`src/rtl/ccl_pkg.sv`:
```
package ccl_pkg;
  localparam int LBL_W = 8;
  localparam logic [LBL_W-1:0] BORDER_LBL = '1;

  // control -> datapath strobes
  typedef struct packed {
    logic             firstRow;
    logic             colZero;
    logic [LBL_W-1:0] newLabel;
    logic             eqGrant;
  } ctrl2dp_t;

  // datapath -> control requests
  typedef struct packed {
    logic             wantNew;
    logic             wantEq;
    logic [LBL_W-1:0] eqLo;
    logic [LBL_W-1:0] eqHi;
    logic             eqBorder;
  } dp2ctrl_t;
endpackage

```
`src/rtl/ccl_line_buf.sv`:
```
module ccl_line_buf #(
  parameter int DEPTH = 512,
  parameter int WIDTH = 8,
  localparam int AW = (DEPTH > 1) ? $clog2(DEPTH) : 1
) (
  input  logic             clk,
  input  logic             wrEn,
  input  logic [AW-1:0]    addr,
  input  logic [WIDTH-1:0] wrData,
  output logic [WIDTH-1:0] rdData
);
  logic [WIDTH-1:0] mem [DEPTH];

  // read returns the entry stored during the previous row
  assign rdData = mem[addr];

  always_ff @(posedge clk) begin
    if (wrEn) mem[addr] <= wrData;
  end
endmodule

```
`src/rtl/ccl_ctrl.sv`:
```
module ccl_ctrl
  import ccl_pkg::*;
#(
  parameter int MAX_COLS   = 512,
  parameter int MAX_LABELS = 254,
  parameter int MAX_EQUIV  = 512,
  localparam int COL_W = (MAX_COLS > 1) ? $clog2(MAX_COLS) : 1,
  localparam int EQ_W  = $clog2(MAX_EQUIV + 1)
) (
  input  logic             clk,
  input  logic             rstN,
  input  logic             pixValid,
  input  logic             pixSof,
  input  logic             pixEol,
  input  logic             pixEof,
  input  dp2ctrl_t         req,
  output ctrl2dp_t         strobe,
  output logic [COL_W-1:0] col,
  output logic             doneValid,
  output logic [LBL_W-1:0] labelsUsed,
  output logic [EQ_W-1:0]  equivsUsed,
  output logic             frameOverflow
);
  localparam logic [LBL_W-1:0] LBL_LIMIT = LBL_W'(MAX_LABELS);
  localparam logic [EQ_W-1:0]  EQ_LIMIT  = EQ_W'(MAX_EQUIV);

  logic [COL_W-1:0] colReg;
  logic             firstRowReg;
  logic [LBL_W-1:0] labelCnt;
  logic [EQ_W-1:0]  eqCnt;
  logic             ovfReg;
  logic             lastValid;
  logic [LBL_W-1:0] lastLo, lastHi;
  logic             lastBorder;
  logic             doneReg;

  logic             sofNow;
  logic [LBL_W-1:0] cntBase;
  logic [EQ_W-1:0]  eqBase;
  logic             ovfBase;
  logic             lastValidBase;
  logic             labelFull, eqFull;
  logic             dupPair;
  logic             labelOvfNow, eqOvfNow;
  logic             grant;

  always_comb begin
    sofNow        = pixValid & pixSof;
    cntBase       = sofNow ? '0 : labelCnt;
    eqBase        = sofNow ? '0 : eqCnt;
    ovfBase       = sofNow ? 1'b0 : ovfReg;
    lastValidBase = sofNow ? 1'b0 : lastValid;
    labelFull     = (cntBase >= LBL_LIMIT);
    eqFull        = (eqBase >= EQ_LIMIT);
    dupPair       = lastValidBase && (req.eqLo == lastLo) && (req.eqHi == lastHi)
                    && (req.eqBorder == lastBorder);
    labelOvfNow   = req.wantNew & labelFull;
    grant         = req.wantEq & ~dupPair & ~eqFull;
    eqOvfNow      = req.wantEq & ~dupPair & eqFull;

    strobe.firstRow = sofNow | firstRowReg;
    strobe.colZero  = sofNow | (colReg == '0);
    strobe.newLabel = labelFull ? LBL_LIMIT : cntBase + 1'b1;
    strobe.eqGrant  = grant;
    col             = sofNow ? '0 : colReg;
  end

  always_ff @(posedge clk) begin
    if (!rstN) begin
      colReg      <= '0;
      firstRowReg <= 1'b1;
      labelCnt    <= '0;
      eqCnt       <= '0;
      ovfReg      <= 1'b0;
      lastValid   <= 1'b0;
      lastLo      <= '0;
      lastHi      <= '0;
      lastBorder  <= 1'b0;
      doneReg     <= 1'b0;
    end else begin
      doneReg <= pixValid & pixEof;
      if (pixValid) begin
        colReg      <= pixEol ? '0 : col + 1'b1;
        firstRowReg <= pixEol ? 1'b0 : strobe.firstRow;
        labelCnt    <= cntBase + ((req.wantNew && !labelFull) ? LBL_W'(1) : LBL_W'(0));
        eqCnt       <= eqBase + (grant ? EQ_W'(1) : EQ_W'(0));
        ovfReg      <= ovfBase | labelOvfNow | eqOvfNow;
        lastValid   <= lastValidBase | grant;
        if (grant) begin
          lastLo     <= req.eqLo;
          lastHi     <= req.eqHi;
          lastBorder <= req.eqBorder;
        end
      end
    end
  end

  assign doneValid     = doneReg;
  assign labelsUsed    = labelCnt;
  assign equivsUsed    = eqCnt;
  assign frameOverflow = ovfReg;
endmodule

```
`src/rtl/ccl_datapath.sv`:
```
module ccl_datapath
  import ccl_pkg::*;
#(
  parameter int MAX_COLS = 512,
  localparam int COL_W = (MAX_COLS > 1) ? $clog2(MAX_COLS) : 1
) (
  input  logic             clk,
  input  logic             rstN,
  input  logic             borderEn,
  input  logic             pixValid,
  input  logic             pixData,
  input  logic             pixEol,
  input  logic [COL_W-1:0] col,
  input  ctrl2dp_t         strobe,
  output dp2ctrl_t         req,
  output logic             outValid,
  output logic [LBL_W-1:0] outLabel,
  output logic             eqValid,
  output logic [LBL_W-1:0] eqLo,
  output logic [LBL_W-1:0] eqHi,
  output logic             eqBorder
);
  logic [LBL_W-1:0] rowAbove;
  logic [LBL_W-1:0] leftReg;
  logic [LBL_W-1:0] topL, leftL;
  logic             topHas, leftHas, topPlain, leftPlain;
  logic             borderHit;
  logic [LBL_W-1:0] minL, maxL, plainLo, plainHi;
  logic [LBL_W-1:0] decided;

  ccl_line_buf #(.DEPTH(MAX_COLS), .WIDTH(LBL_W)) u_lineBuf (
    .clk    (clk),
    .wrEn   (pixValid),
    .addr   (col),
    .wrData (decided),
    .rdData (rowAbove)
  );

  always_comb begin
    topL      = strobe.firstRow ? '0 : rowAbove;
    leftL     = strobe.colZero ? '0 : leftReg;
    topHas    = (topL != '0);
    leftHas   = (leftL != '0);
    topPlain  = topHas & (topL != BORDER_LBL);
    leftPlain = leftHas & (leftL != BORDER_LBL);
    borderHit = borderEn & pixData & (strobe.firstRow | strobe.colZero | pixEol
                | (topL == BORDER_LBL) | (leftL == BORDER_LBL));
    minL      = (topL < leftL) ? topL : leftL;
    maxL      = (topL < leftL) ? leftL : topL;

    // pair among the ordinary neighbour labels
    if (topPlain && leftPlain) begin
      plainLo = minL;
      plainHi = maxL;
    end else begin
      plainLo = topPlain ? topL : leftL;
      plainHi = plainLo;
    end

    req = '0;
    if (!pixData) begin
      decided = '0;
    end else if (borderHit) begin
      decided      = BORDER_LBL;
      req.wantEq   = pixValid & (topPlain | leftPlain);
      req.eqLo     = plainLo;
      req.eqHi     = plainHi;
      req.eqBorder = 1'b1;
    end else if (!topHas && !leftHas) begin
      decided     = strobe.newLabel;
      req.wantNew = pixValid;
    end else if (!topHas || !leftHas) begin
      decided = topHas ? topL : leftL;
    end else if (topL == leftL) begin
      decided = topL;
    end else begin
      decided    = minL;
      req.wantEq = pixValid;
      req.eqLo   = minL;
      req.eqHi   = maxL;
    end
  end

  always_ff @(posedge clk) begin
    if (!rstN) begin
      outValid <= 1'b0;
      outLabel <= '0;
      leftReg  <= '0;
      eqValid  <= 1'b0;
      eqLo     <= '0;
      eqHi     <= '0;
      eqBorder <= 1'b0;
    end else begin
      outValid <= pixValid;
      eqValid  <= strobe.eqGrant;
      if (pixValid) begin
        outLabel <= decided;
        leftReg  <= decided;
        eqLo     <= req.eqLo;
        eqHi     <= req.eqHi;
        eqBorder <= req.eqBorder;
      end
    end
  end
endmodule

```
`src/rtl/cc_first_pass.sv`:
```
module cc_first_pass
  import ccl_pkg::*;
#(
  parameter int MAX_COLS   = 512,
  parameter int MAX_LABELS = 254,
  parameter int MAX_EQUIV  = 512,
  localparam int COL_W = (MAX_COLS > 1) ? $clog2(MAX_COLS) : 1,
  localparam int EQ_W  = $clog2(MAX_EQUIV + 1)
) (
  input  logic             clk,
  input  logic             rstN,
  input  logic             borderEn,
  input  logic             pixValid,
  input  logic             pixData,
  input  logic             pixSof,
  input  logic             pixEol,
  input  logic             pixEof,
  output logic             outValid,
  output logic [LBL_W-1:0] outLabel,
  output logic             eqValid,
  output logic [LBL_W-1:0] eqLo,
  output logic [LBL_W-1:0] eqHi,
  output logic             eqBorder,
  output logic             doneValid,
  output logic [LBL_W-1:0] labelsUsed,
  output logic [EQ_W-1:0]  equivsUsed,
  output logic             frameOverflow
);
  ctrl2dp_t         strobe;
  dp2ctrl_t         req;
  logic [COL_W-1:0] col;

  ccl_ctrl #(.MAX_COLS(MAX_COLS), .MAX_LABELS(MAX_LABELS), .MAX_EQUIV(MAX_EQUIV)) u_ctrl (
    .clk           (clk),
    .rstN          (rstN),
    .pixValid      (pixValid),
    .pixSof        (pixSof),
    .pixEol        (pixEol),
    .pixEof        (pixEof),
    .req           (req),
    .strobe        (strobe),
    .col           (col),
    .doneValid     (doneValid),
    .labelsUsed    (labelsUsed),
    .equivsUsed    (equivsUsed),
    .frameOverflow (frameOverflow)
  );

  ccl_datapath #(.MAX_COLS(MAX_COLS)) u_dp (
    .clk      (clk),
    .rstN     (rstN),
    .borderEn (borderEn),
    .pixValid (pixValid),
    .pixData  (pixData),
    .pixEol   (pixEol),
    .col      (col),
    .strobe   (strobe),
    .req      (req),
    .outValid (outValid),
    .outLabel (outLabel),
    .eqValid  (eqValid),
    .eqLo     (eqLo),
    .eqHi     (eqHi),
    .eqBorder (eqBorder)
  );
endmodule

```
`config.mk`:
```
export PLATFORM = sky130hd
export DESIGN_NAME = cc_first_pass
export DESIGN_NICKNAME = d
export VERILOG_FILES = /design/src/rtl/ccl_pkg.sv /design/src/rtl/ccl_line_buf.sv /design/src/rtl/ccl_ctrl.sv /design/src/rtl/ccl_datapath.sv /design/src/rtl/cc_first_pass.sv
export SDC_FILE = /design/constraint.sdc
export NUM_CORES = 2
export LEC_CHECK = 0
export BUFFER_PORTS_ARGS = -buffer_cell sky130_fd_sc_hd__clkbuf_2
export CORE_MARGIN = 5
export CORE_UTILIZATION = 25
export CTS_BUF_LIST = sky130_fd_sc_hd__clkbuf_8
export DETAILED_ROUTE_END_ITERATION = 7
export SLEW_MARGIN = 15
export SYNTH_ARGS = -nofsm -noshare
export SYNTH_HDL_FRONTEND = slang
export SYNTH_SLANG_ARGS = --single-unit
```
`constraint.sdc`:
```
create_clock -name clk -period 33 [get_ports clk]
set_clock_uncertainty 0.05 [all_clocks]
set_input_delay 9.9 -clock clk [delete_from_list [all_inputs] [get_ports clk]]
set_output_delay 9.9 -clock clk [all_outputs]
set_load 0.02 [all_outputs]
```
# Yosys cells after proc, flatten, opt, wreduce, memory -nomap -nowiden
# Memories as Yosys holds them, arrays and structs flattened.
# Index checks and enable logic that the tools add are counted.
# classes
eq_ne	8
n_bitwise	23
muxes	33
order_cmp	3
add_sub_neg	4
n_reduce_logical	14
# ops
cell	count
$mux 8	15
$mux 17	4
$eq 8x8->1	3
$mux 19	1
$mux 9	2
$eq 8x8->1 const B	2
$ne 8x8->1 const B	2
$reduce_bool 8->1	2
$and 1x1->1	11
$add 10x10->10	1
$ge 10x10->1 const B	1
$mux 1	10
$mux 10	1
$or 1x1->1	10
$add 9x1->9 const B	1
$logic_not 9->1	1
$add 8x1->8 const B	1
$add 8x8->8	1
$ge 8x8->1 const B	1
$lt 8x8->1	1
$logic_and 1x1->1	6
$logic_not 1->1	3
$not 1->1	2
$reduce_and 2->1	1
other kinds (2)	2
# word_totals
register_bits	75
mem_count	1
wordCells	102
output_inout_bits	47
input_bits	8
ramBits	4096
# memory_table
name	depth	width	rd	rd_clocked_by_memory_dff	write_ports	line	source
u_dp.u_lineBuf.mem	512	8	1	0	1	ccl_line_buf.sv:12	logic [WIDTH-1:0] mem [DEPTH];

# Logic depth before layout (Yosys ltp)
# An unclocked memory read counts as a cell.
# logic_depth
ltp_word	20
ltp_mapped	42

# Hierarchy
# Synthesis repeated with hierarchy kept, for this count alone.
# unflattened
cells_unflattened	8246
hier_area_um2	163456.8
# by_module_without_submodules
module	instances	cells_each	area_per_inst_um2
ccl_line_buf	1	7567	158199.2
ccl_ctrl	1	377	3032.9
ccl_datapath	1	302	2224.6

# Worst setup path before layout
# OpenSTA, ideal clock, no wires.
# synth_timing
path_kind	input -> register
startpoint	in pixSof
endpoint	mem u_dp.u_lineBuf.mem[0][0] (data pin)
required_ps	29693
setup_ps	3257
cell_stages	24
slack_ps	603
arrival_time_ps	29090
cell_sequence	buf_4 and2_4 buf_6 buf_6 buf_2 o21ai_0 o211ai_1 a41o_1 and4b_1 a311o_1 a22oi_2 inv_2 ha_1 a21o_1 a21o_1 a21oi_1 nor2b_1 o21a_1 a21oi_1 buf_2 buf_1 nand2_1 o21ai_0 a31oi_1
# synth_between
elab_chain_cells	11
word_cells_on_any_way	33
classes_between	add/sub (1); order compare (2); eq/ne (3); mux (12); bitwise (8); reduce/logical (6); memory (1)
# synth_lines
element	line	source
start: declaration	cc_first_pass.sv:15	input logic pixSof,
$and 1x1->1 *	ccl_ctrl.sv:48	sofNow = pixValid & pixSof;
$mux 9	ccl_ctrl.sv:65	col = sofNow ? '0 : colReg;
$mem_v2 512x8	--	
$mux 8	ccl_datapath.sv:40	topL = strobe.firstRow ? '0 : rowAbove;
$lt 8x8->1 / $reduce_bool 8->1 (equally long branches)	ccl_datapath.sv:48, ccl_datapath.sv:42	
$mux 8 / $logic_not 1->1 (equally long branches)	ccl_datapath.sv:48, ccl_datapath.sv:69, ccl_datapath.sv:72	
$mux 8 / $logic_or 1x1->1 (equally long branches)	ccl_datapath.sv:74, ccl_datapath.sv:72	
$mux 8	ccl_datapath.sv:72	end else if (!topHas || !leftHas) begin
$mux 8	ccl_datapath.sv:69	end else if (!topHas && !leftHas) begin
$mux 8 *	ccl_datapath.sv:63	end else if (borderHit) begin
$mux 8 *	ccl_datapath.sv:61	if (!pixData) begin
named net u_dp.decided[0]	ccl_datapath.sv:29	logic [LBL_W-1:0] decided;
end: declaration	ccl_line_buf.sv:12	
# Mark *: on every way through the listed nets, which the timed path passes. The rest lies on a longest branch.

# Final worst setup path
# layout_timing
startpoint	in pixSof
endpoint	mem u_dp.u_lineBuf.mem[87][7] (data pin)
# The elaborated chain is that of the path after synthesis.

==> impl_metrics.ini <==
[critical_path]
worst-path-max-fanout = 193
cp.arrival_ps = 21770
cp.required_ps = 33840
worstSetupStartpointType = input port
crit_family = buffers and inverters
cp_cell_sequence = buf_8 -> buf_4 -> nand2_4 -> nand2_8 -> buf_4 -> buf_4 -> o221ai_1 -> a222oi_1 -> a21boi_0 -> o211ai_1 -> nor4_2 -> buf_4 -> a211o_1 -> nand4bb_1 -> ha_1 -> nand4_1 -> o31ai_1 -> a21oi_1 -> o21ai_0 -> a31oi_4 -> buf_4 -> buf_12 -> buf_4
cpMostUsedCell = buf_4
cpMaxStageDelayCell = a21oi_1
crit_path_end_kind = flop
worstSetupPathType = input port to flop
cp_num_buf_inv = 8
crit_path_max_incr_delay_ps = 940

[sta]
finalSetupViolations = 0
fin_crit_sh = 0.634
fin_crit_ps = 20920
fmax_ghz = 0.0478
finalHoldViolCount = 0
relSlewSlack = 0.0761
worst_slew_pin_slew_ps = 1390
drv_slew = 0
finalSetupTns_ps = 0
rsz0062_at_grt = false

[synth]
synth_top_family_by_area = compound AO/OA/AOI/OAI gates
synth-async-reset-ratio = 0
post_synth_xor_area_fraction = 0.00103
synthMuxAreaShare = 0.0523
synth_edf_count = 4096
yosysWarnings = 0
synth-main-ff-cell = edfxtp_1
ys_types = 113
synthesis.area_um2 = 170000
synthSimpleGateAreaFrac = 0.0659
synth-seq-area-share = 0.731
synth-compound-area-share = 0.118
syn_inst = 11600
syn_nets = 11600
synthAdderAreaFrac = 0.00125
avgSynthCellArea_um2 = 14.7
synth-seq-cells = 4171

[clock_tree]
cts.htree.levels = 6
post_cts_buffers = 0
clockBufferDepth = 4
ctsHoldBuffers = 0
cts_tree = built
clk_pin_slew_ps = 60
clock_sinks = 4171
numCtsBuffers = 684
ctsRootBufferMaster = clkbuf_8
cts_resized = 0
clkLatencyLatePin_ps = 1280

[global_routing]
grtUsageTotal = 0.159
grt_pass1_vias = 105000
antenna_found_initial = 30
grt_pass1_wl_um = 820000
grt_max_degree = 194
grt_overflow = 0

[power_and_ir_drop]
powerDensity_nw_per_um2 = 55.3
ir_worst_vdd_mv = 0.0433
power.internal_uw = 8060
swShare = 0.243
comb_power_share = 0.053
clockPowerShare = 0.394
switching_power_uw = 2580
leakage_uw = 0.0582
power_uw = 10600
power_frac_seq = 0.553

[placed_design]
numPortBuffers = 54
detailed_place_hpwl_um = 335000
routabilityCongestion = 0.887
placed_cell_area_um2 = 180000

[layout]
layout_common_cells = edfxtp_1 (4,096), nor2_1 (1,224), a21oi_1 (833)
layout_commonest_cell = edfxtp_1
drive_above_1_share = 0.129
design_area_um2 = 192000
nets = 11700
area_growth_pct = 12.9

[routing]
routed_wl_um = 587000
route.antenna.remaining_nets = 0
drt_iter0_drc = 16200
vias = 112000
drt_pre_antenna_iters = 6
drcViolationCount = 0
wl_per_cell_um = 27.6
vias_per_cell = 5.26

[die]
io_pins = 55
core_um2 = 680000
die_h_um = 836
num_rows = 303
start_util = 0.250
die_area_um2 = 698000
dieWidth_um = 836

[worst_hold_path]
hp-class = flop to flop

[flow_run]
cap_viol_max_count = 0

[outcome]
outcome = completed
==> flip-flops by register name, indices dropped and copies added (netlist names) <==
register              cells
u_dp.u_lineBuf.mem     4096
u_dp.eqLo                 8
u_dp.outLabel             8
u_ctrl.frameOverflow      1
u_ctrl.labelsUsed         8
u_ctrl.lastHi             8
u_ctrl.colReg             9
u_dp.eqBorder             1
u_ctrl.firstRowReg        1
u_dp.outValid             1
u_ctrl.lastLo             8
u_ctrl.equivsUsed        10
u_ctrl.doneValid          1
u_ctrl.lastBorder         1
u_dp.eqValid              1
u_ctrl.lastValid          1
u_dp.eqHi                 8
==> metrics by stage <==
stage / instances / hold slack, ps / worst slack, ps / util
2_1_floorplan: 11600 / 390 / 603 / -
3_3_place_gp: 20000 / 400 / 11010 / 0.265
3_5_place_dp: 20000 / 397 / 11360 / 0.265
4_1_cts: 21200 / 410 / 12660 / 0.283
5_1_grt: 21200 / 425 / 11970 / 0.283
6_report: 21300 / 406 / 12080 / 0.283
==> worst paths after layout <==
check	slack, ps	startpoint	to	cells past startpoint
setup / recovery	12080	pixSof	u_dp.u_lineBuf.mem[87][7]	23
hold reg to reg	410	u_dp.eqHi[6]	u_dp.eqHi[6]	2
hold / removal	410	u_dp.eqHi[6]	u_dp.eqHi[6]	2
setup reg to reg	19660	u_ctrl.colReg[0]	u_dp.u_lineBuf.mem[87][7]	25
==> power by group through the flow <==
stage	combinational (uW)	clock [uW]	sequential, uW
detailed placement	551	0	6000
global route	587	4470	5890
floorplan	323	0	6120
global placement	542	0	6000
finish	564	4190	5890
CTS	553	4220	5890
==> synth_stat cells, drive strengths merged (29+ instances only) <==
cell type	number	area share
o211ai	81	0.0036
nor3	67	0.0022
nand4	47	0.0018
mux4	33	0.0044
and2	29	0.0011
a31oi	130	0.0048
nor2b	191	0.0070
inv	43	0.00095
a21oi	837	0.025
a22oi	232	0.010
mux2i	508	0.030
buf	715	0.025
a221oi	41	0.0021
mux2	273	0.018
nand2b	98	0.0036
a22o	43	0.0022
dfxtp	75	0.0088
nor2	1242	0.027
o32ai	75	0.0039
edfxtp	4096	0.72
clkbuf	202	0.0045
a211oi	219	0.0097
or3	37	0.0014
o22ai	574	0.021
nand3	87	0.0026
o221ai	235	0.012
nand2	684	0.015
o21ai	317	0.0094
==> per-layer routing <==
layer,global-route usage,share of wire
met1,0.211,0.38
met2,0.239,0.44
met3,0.0422,0.12
met4,0.0820,0.056
met5,0,0.00023
==> worst reg2reg max path, cell delays in order, from the launching register on <==
cell      delay (ps)
dfxtp_4          780
buf_4            550
buf_4            510
buf_4            690
buf_12           710
buf_4           1020
mux2i_1          280
nand2_1          110
o221ai_1         160
a222oi_1         580
a21boi_0         640
o22ai_1          280
o31ai_1          410
o221ai_1         670
nor2_1           320
buf_4            220
inv_1             60
ha_1             270
nand3_1           90
o31ai_1          180
a21oi_1          940
o21ai_0          360
a31oi_4          440
buf_4            830
buf_12           760
buf_4           1080
==> cell families (layout without fill, tap and decap cells) <==
group / count (synthesis) / count (layout)
buffers and inverters: 961 / 1593
AND/OR/NAND/NOR: 2559 / 2559
flip-flops: 4171 / 4171
XOR/XNOR: 20 / 20
multiplexers: 814 / 814
adder cells (fa/ha/maj): 17 / 17
AO/OA/AOI/OAI: 3063 / 3063
other: 0 / 27
==> area by class of cell <==
| type | count | area [um2] |
|---|---|---|
| Clock buffer | 692 | 9520 |
| Antenna cell | 27 | 67.6 |
| Sequential cell | 4171 | 125000 |
| Inverter | 44 | 188 |
| Clock inverter | 521 | 2770 |
| Multi-Input combinational cell | 6473 | 41300 |
| Tap cell | 8997 | 11300 |
| Fill cell | 68600 | 488000 |
| Timing Repair Buffer | 336 | 2770 |
(Power assumes the default switching activity.)
